<file path="src/rtl/frg_pkg.sv">
// Package: shared field layout and range record for the flash range guard.
// Assumes a 25-bit flash byte address split into a 13-bit page and 12-bit offset.
package frg_pkg;
    localparam int PAGE_W  = 12;
    localparam int LIM_W   = 13;
    localparam int ADDR_W  = LIM_W + PAGE_W;
    localparam int REG_W   = 32;
    localparam int WP_BIT  = 31;
    localparam int RP_BIT  = 15;
    localparam int HI_LSB  = 16;
    localparam int LO_LSB  = 0;

    typedef struct packed {
        logic             wp;
        logic             rp;
        logic [LIM_W-1:0] hi;
        logic [LIM_W-1:0] lo;
    } range_t;

    // Extract the meaningful fields of a range word; reserved bits drop out.
    function automatic range_t unpack_range(input logic [REG_W-1:0] w);
        range_t r;
        r.wp = w[WP_BIT];
        r.rp = w[RP_BIT];
        r.hi = w[HI_LSB +: LIM_W];
        r.lo = w[LO_LSB +: LIM_W];
        return r;
    endfunction
endpackage

</file>
<file path="src/rtl/frg_range_bank.sv">
// Range bank: holds the protected-range records and freezes them once the
// lock input has been seen. Assumes writes are single-cycle strobes.
module frg_range_bank
    import frg_pkg::*;
#(
    parameter int NUM_RANGES = 5,
    parameter int IDX_W      = 3
) (
    input  logic                    clk,
    input  logic                    rst_n,
    input  logic                    lock_i,
    input  logic                    cfg_we,
    input  logic [IDX_W-1:0]        cfg_idx,
    input  logic [REG_W-1:0]        cfg_wdata,
    output range_t [NUM_RANGES-1:0] ranges_o
);
    logic   lock_q;
    logic   wr_open;
    logic   idx_ok;
    range_t new_rng;

    // Sticky record that the lock has been seen since reset.
    always_ff @(posedge clk) begin
        if (!rst_n) lock_q <= 1'b0;
        else if (lock_i) lock_q <= 1'b1;
    end

    // Qualify a write: not frozen and aimed at an existing range.
    always_comb begin
        idx_ok  = (int'(cfg_idx) < NUM_RANGES);
        wr_open = cfg_we && idx_ok && !lock_i && !lock_q;
        new_rng = unpack_range(cfg_wdata);
    end

    for (genvar g = 0; g < NUM_RANGES; g++) begin : g_rng
        // Store one range record when addressed by an open write.
        always_ff @(posedge clk) begin
            if (!rst_n) ranges_o[g] <= '0;
            else if (wr_open && int'(cfg_idx) == g) ranges_o[g] <= new_rng;
        end
    end

    assert_lock_sticky_R7: assert property (@(posedge clk) disable iff (!rst_n)
        lock_q |=> lock_q);
    assert_frozen_stable_R7: assert property (@(posedge clk) disable iff (!rst_n)
        (lock_q || lock_i) |=> $stable(ranges_o));
    assert_bad_index_R10: assert property (@(posedge clk) disable iff (!rst_n)
        (cfg_we && !idx_ok) |=> $stable(ranges_o));
endmodule

</file>
<file path="src/rtl/frg_window_match.sv">
// Window match: decides whether one request hits one range record.
// Assumes limits are page numbers; the window spans lo*4K .. hi*4K+0xFFF.
module frg_window_match
    import frg_pkg::*;
(
    input  logic              clk,
    input  logic              rst_n,
    input  range_t            rng,
    input  logic [ADDR_W-1:0] addr,
    input  logic              is_write,
    output logic              hit
);
    logic [ADDR_W-1:0] lo_addr;
    logic [ADDR_W-1:0] hi_addr;
    logic              en;

    // Expand page limits to byte bounds and compare inclusively.
    always_comb begin
        lo_addr = {rng.lo, {PAGE_W{1'b0}}};
        hi_addr = {rng.hi, {PAGE_W{1'b1}}};
        en      = is_write ? rng.wp : rng.rp;
        hit     = en && (addr >= lo_addr) && (addr <= hi_addr);
    end

    assert_inverted_empty_R6: assert property (@(posedge clk) disable iff (!rst_n)
        (rng.hi < rng.lo) |-> !hit);
    assert_hit_in_pages_R5: assert property (@(posedge clk) disable iff (!rst_n)
        hit |-> (addr[ADDR_W-1:PAGE_W] >= rng.lo) && (addr[ADDR_W-1:PAGE_W] <= rng.hi));
    assert_dir_enable_R4: assert property (@(posedge clk) disable iff (!rst_n)
        hit |-> (is_write ? rng.wp : rng.rp));
endmodule

</file>
<file path="src/rtl/frg_verdict.sv">
// Verdict: registers the grant or error pulse one cycle after a request.
// Assumes at most one request per clock.
module frg_verdict (
    input  logic clk,
    input  logic rst_n,
    input  logic req_valid,
    input  logic any_hit,
    output logic grant,
    output logic deny_err
);
    // Turn the combined match into exactly one registered pulse.
    always_ff @(posedge clk) begin
        if (!rst_n) begin
            grant    <= 1'b0;
            deny_err <= 1'b0;
        end else begin
            grant    <= req_valid && !any_hit;
            deny_err <= req_valid && any_hit;
        end
    end

    assert_exclusive_R8: assert property (@(posedge clk) disable iff (!rst_n)
        !(grant && deny_err));
    assert_needs_request_R8: assert property (@(posedge clk) disable iff (!rst_n)
        (grant || deny_err) |-> $past(req_valid));
    assert_answer_follows_R8: assert property (@(posedge clk) disable iff (!rst_n)
        req_valid |=> (grant || deny_err));
endmodule

</file>
<file path="src/rtl/flash_range_guard.sv">
// Flash range guard top: checks each flash cycle request against the range
// bank and answers grant or cycle error one clock later.
// Assumes the lock source and the flash sequencer live outside this block.
module flash_range_guard
    import frg_pkg::*;
#(
    parameter int NUM_RANGES = 5,
    parameter int IDX_W      = 3
) (
    input  logic              clk,
    input  logic              rst_n,
    input  logic              lock_i,
    input  logic              cfg_we,
    input  logic [IDX_W-1:0]  cfg_idx,
    input  logic [REG_W-1:0]  cfg_wdata,
    input  logic              req_valid,
    input  logic [ADDR_W-1:0] req_addr,
    input  logic              req_write,
    output logic              grant,
    output logic              deny_err
);
    range_t [NUM_RANGES-1:0] ranges;
    logic   [NUM_RANGES-1:0] hit_vec;
    logic                    any_hit;

    frg_range_bank #(.NUM_RANGES(NUM_RANGES), .IDX_W(IDX_W)) u_bank (
        .clk(clk), .rst_n(rst_n), .lock_i(lock_i), .cfg_we(cfg_we),
        .cfg_idx(cfg_idx), .cfg_wdata(cfg_wdata), .ranges_o(ranges)
    );

    for (genvar g = 0; g < NUM_RANGES; g++) begin : g_match
        frg_window_match u_match (
            .clk(clk), .rst_n(rst_n), .rng(ranges[g]), .addr(req_addr),
            .is_write(req_write), .hit(hit_vec[g])
        );
    end

    // Any matching range blocks the request.
    always_comb any_hit = |hit_vec;

    frg_verdict u_verdict (
        .clk(clk), .rst_n(rst_n), .req_valid(req_valid), .any_hit(any_hit),
        .grant(grant), .deny_err(deny_err)
    );

    assert_deny_has_hit_R9: assert property (@(posedge clk) disable iff (!rst_n)
        deny_err |-> $past(hit_vec != '0));
endmodule

</file>
<file path="config.mk">
export PLATFORM = sky130hd
export DESIGN_NAME = flash_range_guard
export DESIGN_NICKNAME = d
export VERILOG_FILES = /design/src/rtl/frg_pkg.sv /design/src/rtl/frg_range_bank.sv /design/src/rtl/frg_window_match.sv /design/src/rtl/frg_verdict.sv /design/src/rtl/flash_range_guard.sv
export SDC_FILE = /design/constraint.sdc
export NUM_CORES = 1
export LEC_CHECK = 0
export ABC_AREA = 1
export BUFFER_PORTS_ARGS = -buffer_cell sky130_fd_sc_hd__buf_2
export CORE_UTILIZATION = 50
export DETAILED_ROUTE_END_ITERATION = 12
export PLACE_DENSITY = 0.72
export SKIP_LAST_GASP = 1
export SYNTH_ARGS = -nofsm -noshare
export SYNTH_HDL_FRONTEND = slang
export SYNTH_SLANG_ARGS = --single-unit
</file>
<file path="constraint.sdc">
create_clock -name clk -period 2.4 [get_ports clk]
set_input_delay 0.72 -clock clk [delete_from_list [all_inputs] [get_ports clk]]
set_output_delay 0.72 -clock clk [all_outputs]
set_load 0.01 [all_outputs]
</file>
==> summary.txt <==
Status
  – Status: finished clean

Logic synthesis
  – Mux share of post-synthesis cell area: 0
  – Mapped cell area: 0.00858 mm^2
  – Unique masters post-synth: 25
  – Simple-Gate Fraction of Synth Area: 0.164
  – Syn. warnings: 0
  – Synth top area share: 0.333
  – Xor-xnor portion of the synthesized cell area: 0
  – Adder-cell area share of the yosys netlist: 0.189
  – Synthesized instance count: 1,188
  – Sequential area share after synthesis: 0.333
  – Syn_area_per_cell: 7.23 um^2
  – Ys flop type: dfxtp_1
  – #FFs+latches synth: 143
  – Synth Area in Compound Gates: 0.203
  – Largest family of logic cells by synthesized area: compound AO/OA/AOI/OAI gates
  – Synth area leader: dfxtp_1
  – Post-synth EDFFs: 0
  – Post-synth ARST share: 0
  – Synthesized Nets: 1,384
  – Synth area leaders: dfxtp_1, ha_1, a21oi_1

Worst setup path
  – Crit-path cells: buf_2, ha_1, nand4_1, nor2_1, nand3_1, o31ai_1, buf_4, nand3_1, nand2_1, nor2_2
  – Arr. time, crit path: 2.46 ns
  – Cell mode on critical path: nand3_1
  – Reg2reg end: u_verdict.grant
  – Slowest cell delay on critical path: 0.33 ns
  – Worst path slowest cell: ha_1
  – Crit start category: input pin
  – Max Fanout on Critical Path: 7
  – Required time of the critical path: 2.73 ns
  – CP delay by family, top: simple AND/OR/NAND/NOR gates
  – Reg2Reg Depth: 10
  – Flop2flop setup slack: 0.42 ns
  – Critical Path Sink Type: flop
  – Buf/Inv on CP: 2
  – R2r startpoint: u_bank.ranges_o[135]
  – Critical path class: in2reg

CTS
  – Post-CTS Hold Fix Bufs: 0
  – H-tree Lvls: 4
  – Cts repair resizes: 0
  – Root buf cell: clkbuf_16
  – Clk Latency, worst-skew pair: 0.43 ns
  – CTS Buffer Depth: 2
  – Setup Buffers After CTS: 0
  – Clk sink count: 143
  – Worst-path clk slew: 0.06 ns
  – TritonCTS clock tree: yes
  – TritonCTS Buffers: 17

STA
  – Final setup viols: 0
  – Final min period: 2.13 ns
  – Tcrit/Tclk final: 0.889
  – Count of pins over their slew limit: 0
  – Fmax: 0.469 GHz
  – Worst setup margin: 0.267 ns
  – Slew of the pin with the lowest slew margin: 0.560 ns
  – Final hold vios: 0
  – Final Skew: 0.00607 ns
  – RSZ-0062 raised after global routing: false
  – Hold_ws: 0.447 ns
  – Relative slew slack: 0.627

Placement
  – Placed cell area: 0.00936 mm^2
  – Final HPWL DP: 16.2 mm
  – GP Congestion: 0.900
  – Place WS: -0.177 ns
  – Port buffer count: 63

Global routing
  – Antenna violations before repair: 0
  – Largest net degree at the start of global routing: 57
  – GR Overflow Total: 0
  – First-pass GRT wire length: 35.7 mm
  – Vias in the first global route: 7,230
  – Total GRT Usage: 0.260

Pwr
  – Sequential share of power: 0.410
  – Clock share of power: 0.450
  – Cell leakage power: 0.00423 uW
  – Switching pwr: 1610 uW
  – Max VDD drop: 0.418 mV
  – Comb power frac: 0.140
  – Cell Int Power: 4320 uW
  – PwrDens: 596 mW/mm^2
  – Sw Ratio: 0.272

Hold path
  – Min-delay src: u_bank.ranges_o[111]
  – Hold Crit Class: reg2reg
  – Worst hold path depth: 2
  – Hold endpoint: u_bank.ranges_o[111]

Floorplan
  – Die Footprint: 0.0177 mm^2
  – Std-Cell Rows: 47
  – Core Region: 0.0167 mm^2
  – Starting density of the core: 0.514
  – Chip Width: 133 um
  – Num ports: 68
  – Vert. Die Dim: 133 um

Final layout
  – Most common cell after layout, fill and taps aside: inv_1
  – Fin util: 0.596
  – Synth-to-Final Area Change: 15.9%
  – Most frequent cells in the layout: inv_1, a21oi_1, nand2_1
  – Antenna cells: 0
  – Net count, final: 1,462
  – Finished Cell Area: 0.00995 mm^2
  – Fraction of layout cells with a size suffix above 1: 0.116

Routing
  – First DRT Iteration DRCs: 522
  – Post-DR wirelength/cell: 14.6 um
  – Drt pass-1 iters: 5
  – Final WL: 21.9 mm
  – DRC: 0
  – Post-DR vias/cell: 5.23
  – Via count: 7,838
  – Post-route antenna net violation count: 0

Run
  – MaxCap Viol Count: 0
## layer usage
| metal | global-route usage | vias up | wire length, um |
|---|---|---|---|
| li1 | - | 4105 | - |
| met1 | 0.349 | 3545 | 10500 |
| met2 | 0.422 | 161 | 9940 |
| met3 | 0.0425 | 27 | 950 |
| met4 | 0.0856 | 0 | 436 |
| met5 | 0 | - | 0 |
## logic make-up (layout without fill, tap and decap cells)
logic type / after synthesis / count (layout)
AOI/OAI and AO/OA: 345 / 345
and+or+nand+nor: 328 / 328
DFF: 143 / 143
buffers and inverters: 242 / 333
adders and majority gates: 130 / 130
## power groups by stage
stage,registers (uW),logic [uW],clock network [uW]
after floorplan,2490,485,0
after global placement,2490,800,0
after detailed placement,2490,820,0
after CTS,2440,828,2700
after global routing,2440,955,2790
final,2440,831,2670
## worst register-to-register path, stage by stage (launching register included)
cell	delay (ns)
dfxtp_1	0.31
inv_1	0.05
ha_1	0.29
nand4_1	0.13
nor2_1	0.29
nand3_1	0.11
o31ai_1	0.29
buf_4	0.17
nand3_1	0.10
nand2_1	0.10
nor2_2	0.03
## registers in the layout (all words and copies together) (netlist names)
name	count
u_bank.lock_q	1
u_bank.ranges_o	140
u_verdict.grant	1
u_verdict.deny_err	1
## worst max-delay path by stage
stage,start,slack (ns),cells after the start,to
finish,req_addr[22],0.27,10,u_verdict.grant
global placement,req_addr[24],-0.16,10,u_verdict.grant
global route,req_addr[24],0.14,10,u_verdict.grant
CTS,req_addr[24],0.27,10,u_verdict.grant
floorplan,req_addr[22],0.50,13,u_verdict.grant
detailed placement,req_addr[24],-0.18,10,u_verdict.grant
## stage by stage
stage / power, uW / setup TNS (ns) / instances
after floorplan: 2970 / 0 / 1188
after global placement: 3290 / -0.290 / 1467
after detailed placement: 3310 / -0.328 / 1467
after CTS: 5970 / 0 / 1499
after global routing: 6180 / 0 / 1499
final: 5940 / 0 / 1499
## cells in the mapped netlist, types with 9 or more instances
cell and count:
nand4_1 24, nand2_1 181, nor2_1 57, a21oi_1 185, dfxtp_1 143, nand3_1 43, o21ai_0 87, nor3_1 9
inv_1 196, ha_1 130, clkbuf_1 18, o21ai_1 66, buf_2 25
## final cells by class
| class | count | area, um^2 |
|---|---|---|
| fill | 1562 | 6750 |
| multi-input combinational | 803 | 4790 |
| sequential | 143 | 2860 |
| inverter | 198 | 743 |
| timing repair buffer | 103 | 693 |
| clock buffer | 19 | 453 |
| tap | 220 | 275 |
| clock inverter | 13 | 139 |
Power figures use the tool's default switching activity.
